--- config.mk ---
export PLATFORM = sky130hd
export DESIGN_NAME = flop_op_ctrl
export DESIGN_NICKNAME = d
export VERILOG_FILES = /design/src/rtl/flop_pkg.sv /design/src/rtl/flop_step_fields.sv /design/src/rtl/flop_poll_track.sv /design/src/rtl/flop_op_ctrl.sv
export SDC_FILE = /design/constraint.sdc
export NUM_CORES = 1
export LEC_CHECK = 0
export BUFFER_PORTS_ARGS = -buffer_cell sky130_fd_sc_hd__buf_2
export CAP_MARGIN = 20
export CORE_MARGIN = 4
export CORE_UTILIZATION = 35
export CTS_BUF_LIST = sky130_fd_sc_hd__clkbuf_16
export DETAILED_ROUTE_END_ITERATION = 10
export PLACE_DENSITY_LB_ADDON = 0.15
export RECOVER_POWER = 50
export SYNTH_ARGS = -nofsm -noshare
export SYNTH_HDL_FRONTEND = slang
export SYNTH_HIERARCHICAL = 1
export SYNTH_SLANG_ARGS = --single-unit
--- constraint.sdc ---
create_clock -name clk -period 5.3 [get_ports clk]
set_input_delay 0.795 -clock clk [delete_from_list [all_inputs] [get_ports clk]]
set_output_delay 0.795 -clock clk [all_outputs]
set_load 0.05 [all_outputs]
--- src/rtl/flop_pkg.sv ---
// Shared constants and types for the flash operation controller.
package flop_pkg;
    localparam logic [2:0] OP_RDID   = 3'd0;
    localparam logic [2:0] OP_SERASE = 3'd1;
    localparam logic [2:0] OP_PROG   = 3'd2;
    localparam logic [2:0] OP_CERASE = 3'd3;
    localparam logic [2:0] OP_QUAD   = 3'd4;

    localparam logic [7:0] CMD_WREN   = 8'h06;
    localparam logic [7:0] CMD_RDSR   = 8'h05;
    localparam logic [7:0] CMD_RDID   = 8'h9F;
    localparam logic [7:0] CMD_CERASE = 8'hC7;
    localparam logic [7:0] CMD_WRSR   = 8'h01;
    localparam logic [7:0] QUAD_VAL   = 8'h40;

    typedef enum logic [2:0] {ST_IDLE, ST_PRE, ST_WREN, ST_MAIN, ST_POLL} st_t;
    typedef enum logic [1:0] {EC_OK, EC_SEQ, EC_TIMEOUT, EC_BADOP} ecode_t;
endpackage

--- src/rtl/flop_step_fields.sv ---
// Command field decoder: maps the current step and the latched request
// onto the fields of one sequencer run.
// Assumes: state and request registers are stable while a run is pending.
module flop_step_fields
    import flop_pkg::*;
#(
    parameter int          ADDR_W     = 32,
    parameter int          PAGE_BYTES = 256,
    parameter int          SECTOR_LG2 = 12,
    parameter logic [7:0]  ERASE_CMD  = 8'h21,
    parameter logic [7:0]  PROG_CMD   = 8'h34,
    localparam int         NB_W       = $clog2(PAGE_BYTES + 1)
) (
    input  st_t               st,
    input  logic [2:0]        op,
    input  logic [ADDR_W-1:0] addr,
    output logic [7:0]        cmd,
    output logic [ADDR_W-1:0] run_addr,
    output logic [NB_W-1:0]   nbytes,
    output logic              dir,
    output logic [7:0]        wval
);
    // Select the command, address, length and data of the current step.
    always_comb begin
        cmd      = 8'h00;
        run_addr = '0;
        nbytes   = '0;
        dir      = 1'b0;
        wval     = 8'h00;
        case (st)
            ST_PRE, ST_POLL: begin
                cmd    = CMD_RDSR;
                nbytes = NB_W'(1);
            end
            ST_WREN: cmd = CMD_WREN;
            ST_MAIN: begin
                case (op)
                    OP_RDID: begin
                        cmd    = CMD_RDID;
                        nbytes = NB_W'(1);
                    end
                    OP_SERASE: begin
                        cmd      = ERASE_CMD;
                        run_addr = {addr[ADDR_W-1:SECTOR_LG2], {SECTOR_LG2{1'b0}}};
                    end
                    OP_PROG: begin
                        cmd      = PROG_CMD;
                        run_addr = addr;
                        nbytes   = NB_W'(PAGE_BYTES);
                        dir      = 1'b1;
                    end
                    OP_CERASE: cmd = CMD_CERASE;
                    OP_QUAD: begin
                        cmd    = CMD_WRSR;
                        nbytes = NB_W'(1);
                        dir    = 1'b1;
                        wval   = QUAD_VAL;
                    end
                    default: cmd = 8'h00;
                endcase
            end
            default: cmd = 8'h00;
        endcase
    end
endmodule

--- src/rtl/flop_poll_track.sv ---
// Busy evaluation and poll budget: decides whether a returned status bit
// means busy, and counts consecutive busy reads within one polling phase.
// Assumes: 'active' drops between polling phases so the count restarts.
module flop_poll_track #(
    parameter int   MAX_POLLS  = 1024,
    parameter logic BUSY_LEVEL = 1'b1,
    localparam int  CNT_W      = $clog2(MAX_POLLS + 1)
) (
    input  logic clk,
    input  logic rst_n,
    input  logic active,
    input  logic sample,
    input  logic flag_bit,
    output logic busy,
    output logic expire
);
    logic [CNT_W-1:0] cnt;

    // Polarity variant chosen at elaboration.
    generate
        if (BUSY_LEVEL) begin : g_high_busy
            assign busy = flag_bit;
        end else begin : g_low_busy
            assign busy = ~flag_bit;
        end
    endgenerate

    // This busy read would be the last one the budget allows.
    assign expire = busy && (cnt == CNT_W'(MAX_POLLS - 1));

    // Count busy reads in the current phase; restart outside polling.
    always_ff @(posedge clk) begin
        if (!rst_n || !active) begin
            cnt <= '0;
        end else if (sample && busy && !expire) begin
            cnt <= cnt + 1'b1;
        end
    end
endmodule

--- src/rtl/flop_op_ctrl.sv ---
// Flash operation controller: runs write-enable, the main command and
// status polling as a chain of sequencer runs for one request.
// Assumes: one seq_done per seq_start, arriving at least a cycle later;
// seq_err and seq_rdata are valid with seq_done.
module flop_op_ctrl
    import flop_pkg::*;
#(
    parameter int          ADDR_W     = 32,
    parameter int          PAGE_BYTES = 256,
    parameter int          SECTOR_LG2 = 12,
    parameter int          MAX_POLLS  = 1024,
    parameter int          BUSY_BIT   = 0,
    parameter logic        BUSY_LEVEL = 1'b1,
    parameter logic [7:0]  ERASE_CMD  = 8'h21,
    parameter logic [7:0]  PROG_CMD   = 8'h34,
    localparam int         NB_W       = $clog2(PAGE_BYTES + 1)
) (
    input  logic              clk,
    input  logic              rst_n,
    input  logic              req_valid,
    output logic              req_ready,
    input  logic [2:0]        req_op,
    input  logic [ADDR_W-1:0] req_addr,
    output logic              done,
    output logic              err,
    output logic [1:0]        err_code,
    output logic [7:0]        id_out,
    output logic              seq_start,
    output logic [7:0]        seq_cmd,
    output logic [ADDR_W-1:0] seq_addr,
    output logic [NB_W-1:0]   seq_nbytes,
    output logic              seq_dir,
    output logic [7:0]        seq_wval,
    input  logic              seq_done,
    input  logic              seq_err,
    input  logic [7:0]        seq_rdata
);
    st_t               st, st_n;
    logic              pend, pend_n;
    logic              fin, grab_id;
    ecode_t            fin_code, code_q;
    logic [2:0]        op_q;
    logic [ADDR_W-1:0] addr_q;
    logic              busy, expire, polling;

    assign req_ready = (st == ST_IDLE);
    assign seq_start = pend;
    assign err_code  = code_q;
    assign polling   = (st == ST_PRE) || (st == ST_POLL);

    flop_poll_track #(.MAX_POLLS(MAX_POLLS), .BUSY_LEVEL(BUSY_LEVEL)) u_poll (
        .clk      (clk),
        .rst_n    (rst_n),
        .active   (polling),
        .sample   (seq_done && !seq_err),
        .flag_bit (seq_rdata[BUSY_BIT]),
        .busy     (busy),
        .expire   (expire)
    );

    flop_step_fields #(
        .ADDR_W(ADDR_W), .PAGE_BYTES(PAGE_BYTES), .SECTOR_LG2(SECTOR_LG2),
        .ERASE_CMD(ERASE_CMD), .PROG_CMD(PROG_CMD)
    ) u_fields (
        .st       (st),
        .op       (op_q),
        .addr     (addr_q),
        .cmd      (seq_cmd),
        .run_addr (seq_addr),
        .nbytes   (seq_nbytes),
        .dir      (seq_dir),
        .wval     (seq_wval)
    );

    // Step sequencing: pick the next step, or finish with a result code.
    always_comb begin
        st_n     = st;
        pend_n   = 1'b0;
        fin      = 1'b0;
        fin_code = EC_OK;
        grab_id  = 1'b0;
        if (st == ST_IDLE) begin
            if (req_valid) begin
                case (req_op)
                    OP_RDID: begin st_n = ST_MAIN; pend_n = 1'b1; end
                    OP_PROG: begin st_n = ST_PRE;  pend_n = 1'b1; end
                    OP_SERASE, OP_CERASE, OP_QUAD: begin
                        st_n = ST_WREN; pend_n = 1'b1;
                    end
                    default: begin fin = 1'b1; fin_code = EC_BADOP; end
                endcase
            end
        end else if (seq_done) begin
            if (seq_err) begin
                fin = 1'b1; fin_code = EC_SEQ;
            end else begin
                case (st)
                    ST_PRE: begin
                        if (!busy) begin st_n = ST_WREN; pend_n = 1'b1; end
                        else if (expire) begin fin = 1'b1; fin_code = EC_TIMEOUT; end
                        else pend_n = 1'b1;
                    end
                    ST_WREN: begin st_n = ST_MAIN; pend_n = 1'b1; end
                    ST_MAIN: begin
                        if (op_q == OP_RDID) begin grab_id = 1'b1; fin = 1'b1; end
                        else begin st_n = ST_POLL; pend_n = 1'b1; end
                    end
                    ST_POLL: begin
                        if (!busy) fin = 1'b1;
                        else if (expire) begin fin = 1'b1; fin_code = EC_TIMEOUT; end
                        else pend_n = 1'b1;
                    end
                    default: fin = 1'b1;
                endcase
            end
        end
        if (fin) st_n = ST_IDLE;
    end

    // State, request latch, result pulses and held outputs.
    always_ff @(posedge clk) begin
        if (!rst_n) begin
            st     <= ST_IDLE;
            pend   <= 1'b0;
            done   <= 1'b0;
            err    <= 1'b0;
            code_q <= EC_OK;
            op_q   <= '0;
            addr_q <= '0;
            id_out <= 8'h00;
        end else begin
            st   <= st_n;
            pend <= pend_n;
            done <= fin;
            err  <= fin && (fin_code != EC_OK);
            if (fin) code_q <= fin_code;
            else if (req_ready && req_valid) code_q <= EC_OK;
            if (req_ready && req_valid) begin
                op_q   <= req_op;
                addr_q <= req_addr;
            end
            if (grab_id) id_out <= seq_rdata;
        end
    end
endmodule

==> insert_results.sql <==
INSERT INTO impl_metrics (metric_group, metric, value, unit) VALUES
('global_route', 'grtUsageMet1', '19.1', '%'),
('floorplanning', 'design.core.area', '8760', 'um2'),
('pwr', 'peakVddDrop', '0.163', 'mV'),
('yosys', 'synth-edff-count', '0', ''),
('critical_path', 'arrival', '2.81', 'ns'),
('status', 'status', 'finished, violations left', ''),
('finish', 'layout-drive-gt1-share', '23.4', '%'),
('global_route', 'grt_antenna_before_repair', '0', ''),
('place', 'globalplace.congestion', '0.862', ''),
('cts', 'number_of_clock_buffers_inserted_by_tritoncts', '9', ''),
('finish', 'final_core_density', '44.7', '%'),
('yosys', 'synth_area_per_cell', '7.86', 'um2'),
('hold_path', 'worstHoldPathType', 'flip-flop to flip-flop', ''),
('global_route', 'grt_start_max_net_pins', '40', ''),
('hold_path', 'whs_path_depth', '2', ''),
('sta', 'tns', '0', 'ns'),
('pwr', 'p_leak', '1.72', 'nW'),
('finish', 'multi_input_area', '1670', 'um2'),
('status', 'violations', 'max-capacitance violations, max-slew violations', ''),
('yosys', 'yosysWarningCount', '6', ''),
('drt', 'drt-total-wl', '8180', 'um'),
('sta', 'worstMarginPinSlew', '1.70', 'ns'),
('cts', 'max-clock-path-buffers', '2', ''),
('global_route', 'grtUsageTotal', '15.2', '%'),
('global_route', 'globalRouteMet3Util', '4.60', '%'),
('cts', 'cts_htree_levels', '3', ''),
('critical_path', 'worst_setup_path_end_kind', 'output port', ''),
('cts', 'post-cts-setup-buffer-count', '0', ''),
('cts', 'worst_skew_pair.late_latency', '0.32', 'ns'),
('finish', 'mostFrequentLayoutCell', 'sky130_fd_sc_hd__nand2_1', ''),
('drt', 'wire_per_inst', '13.5', 'um'),
('sta', 'final.setup_skew', '0.00614', 'ns'),
('yosys', 'synth-async-reset-ratio', '0', '%'),
('drt', 'drtIter0Drc', '109', ''),
('sta', 'report.final.slew_viol_count', '51', ''),
('sta', 'grt_setup_unrepaired', 'false', ''),
('critical_path', 'critPathMaxFanout', '20', ''),
('sta', 'hold_viol', '0', ''),
('global_route', 'first_global_vias', '2656', ''),
('drt', 'num_vias', '3010', ''),
('floorplanning', 'initial_core_utilization', '36.1', '%'),
('global_route', 'grt-ovfl-total', '0', ''),
('critical_path', 'reg2reg_setup_slack', '2.20', 'ns'),
('critical_path', 'critPathKind', 'flip-flop to output port', ''),
('floorplanning', 'fp-row-count', '34', ''),
('finish', 'seqCellArea', '1240', 'um2'),
('cts', 'post_cts_resized', '0', ''),
('cts', 'tritoncts_clock_tree', 'yes', ''),
('drt', 'remaining_drc_errors', '0', ''),
('floorplanning', 'floorplan.die.height', '103', 'um'),
('hold_path', 'holdCritStartpoint', 'u_poll/cnt[10]', ''),
('sta', 'count_of_endpoints_failing_setup_in_the_final_report', '0', ''),
('cts', 'ctsRootBufferMaster', 'sky130_fd_sc_hd__clkbuf_16', ''),
('pwr', 'power-per-cell-area', '358', 'nW/um2'),
('drt', 'antenna_violating_nets_post_route', '0', ''),
('floorplanning', 'die_x', '103', 'um'),
('finish', 'final_area', '3920', 'um2'),
('drt', 'drt-vias-per-instance', '4.96', ''),
('critical_path', 'critical_path_start_type', 'flip-flop', ''),
('critical_path', 'crit_path_start', 'st[0]', ''),
('finish', 'final_net_count', '543', ''),
('global_route', 'busiest_layer', 'met2', ''),
('finish', 'insertedDiodeCount', '0', ''),
('yosys', 'syn-instance-count', '402', ''),
('floorplanning', 'io_pins', '120', ''),
('finish', 'most_frequent_cells_in_the_layout', 'sky130_fd_sc_hd__nand2_1 (95), sky130_fd_sc_hd__buf_2 (90), sky130_fd_sc_hd__dfxtp_1 (62), sky130_fd_sc_hd__a21oi_1 (43), sky130_fd_sc_hd__nor2_1 (31)', ''),
('critical_path', 'data_required_time_at_the_worst_endpoint', '4.51', 'ns'),
('global_route', 'groute.layer.met2.usage', '25.2', '%'),
('run', 'max_cap_viol_count', '2', ''),
('critical_path', 'crit-reg2reg-launch', 'st[2]', ''),
('place', 'post-dp-hpwl', '6010', 'um');
==> synthesized netlist by cell type, types with 4 or more instances <==
cell                       number  share of area [%]
sky130_fd_sc_hd__nand2_1       95                 11
sky130_fd_sc_hd__dfxtp_1       62                 39
sky130_fd_sc_hd__a21oi_1       43                6.8
sky130_fd_sc_hd__nor2_1        31                3.7
sky130_fd_sc_hd__and2_1        22                4.4
sky130_fd_sc_hd__buf_4         16                3.8
sky130_fd_sc_hd__buf_2         11                1.7
sky130_fd_sc_hd__mux2i_1       10                3.2
sky130_fd_sc_hd__o21ai_0       10                1.6
sky130_fd_sc_hd__clkbuf_1       8               0.95
sky130_fd_sc_hd__nor3_1         8                1.3
sky130_fd_sc_hd__inv_1          7               0.83
sky130_fd_sc_hd__a31oi_1        5               0.99
sky130_fd_sc_hd__nand3_1        5               0.79
sky130_fd_sc_hd__buf_6          4                1.4
==> through the flow <==
stage	total power [W]	std cells	hold slack (ns)	setup WS, ns
after floorplan	0.000744	415	0.407	2.25
after detailed placement	0.000799	591	0.420	1.98
final	0.00140	607	0.426	1.69
after global routing	0.00148	607	0.453	1.38
after global placement	0.000797	591	0.417	2.18
after CTS	0.00143	607	0.427	1.60
==> layer usage <==
metal | vias up | part of all wire (%)
met5 | - | 0
met4 | 0 | 1.1
met3 | 8 | 7.8
met2 | 97 | 47
met1 | 1375 | 44
li1 | 1530 | -
==> power by group <==
group | switching, W | leakage [nW] | total (W) | internal [W]
registers | 0.0000311 | 0.506 | 0.000530 | 0.000499
clock network | 0.000208 | 0.150 | 0.000620 | 0.000412
logic | 0.000181 | 1.07 | 0.000254 | 0.0000728
total | 0.000421 | 1.72 | 0.00140 | 0.000984
==> area by class of cell <==
| cell class | count | share of cell area (%) |
|---|---|---|
| tap | 108 | 3.45 |
| clock buffer | 9 | 5.75 |
| sequential | 62 | 31.7 |
| clock inverter | 7 | 2.46 |
| inverter | 7 | 0.670 |
| multi-input combinational | 306 | 42.6 |
| timing repair buffer | 108 | 13.4 |
==> flip-flops by register name, summed over array words and instances (netlist names) <==
name	cells
st	3
err	1
done	1
err_code	2
u_poll/cnt	11
id_out	8
op_q	3
seq_start	1
addr_q	32
==> worst max-delay path, cell delays in order, from the launching register on <==
cell and delay (ns):
sky130_fd_sc_hd__dfxtp_1 0.70, sky130_fd_sc_hd__nand4bb_1 0.40, sky130_fd_sc_hd__nor2b_1 0.89, sky130_fd_sc_hd__and2_1 0.24
sky130_fd_sc_hd__buf_2 0.26
==> cells by family (layout without fill, tap and decap cells) <==
kind of cell	count (synthesis)	after routing	synth area share, %
buffers and inverters	47	131	8.87
DFF	62	62	39.3
and+or+nand+nor	193	193	29.9
other	1	14	0.119
xor gates and xnor gates	6	6	1.66
AOI/OAI and AO/OA	82	82	16.6
muxes	10	10	3.17
adders and majority gates	1	1	0.396
==> worst max-delay path by stage <==
stage | cells past startpoint | to | slack [ns]
2_1_floorplan | 2 | seq_wval[6] | 2.25
3_3_place_gp | 4 | seq_addr[27] | 2.18
3_5_place_dp | 4 | seq_addr[12] | 1.98
4_1_cts | 4 | seq_addr[12] | 1.60
5_1_grt | 4 | seq_addr[16] | 1.38
6_report | 4 | seq_addr[12] | 1.69
Note: power is estimated with default switching activity, not from simulation.
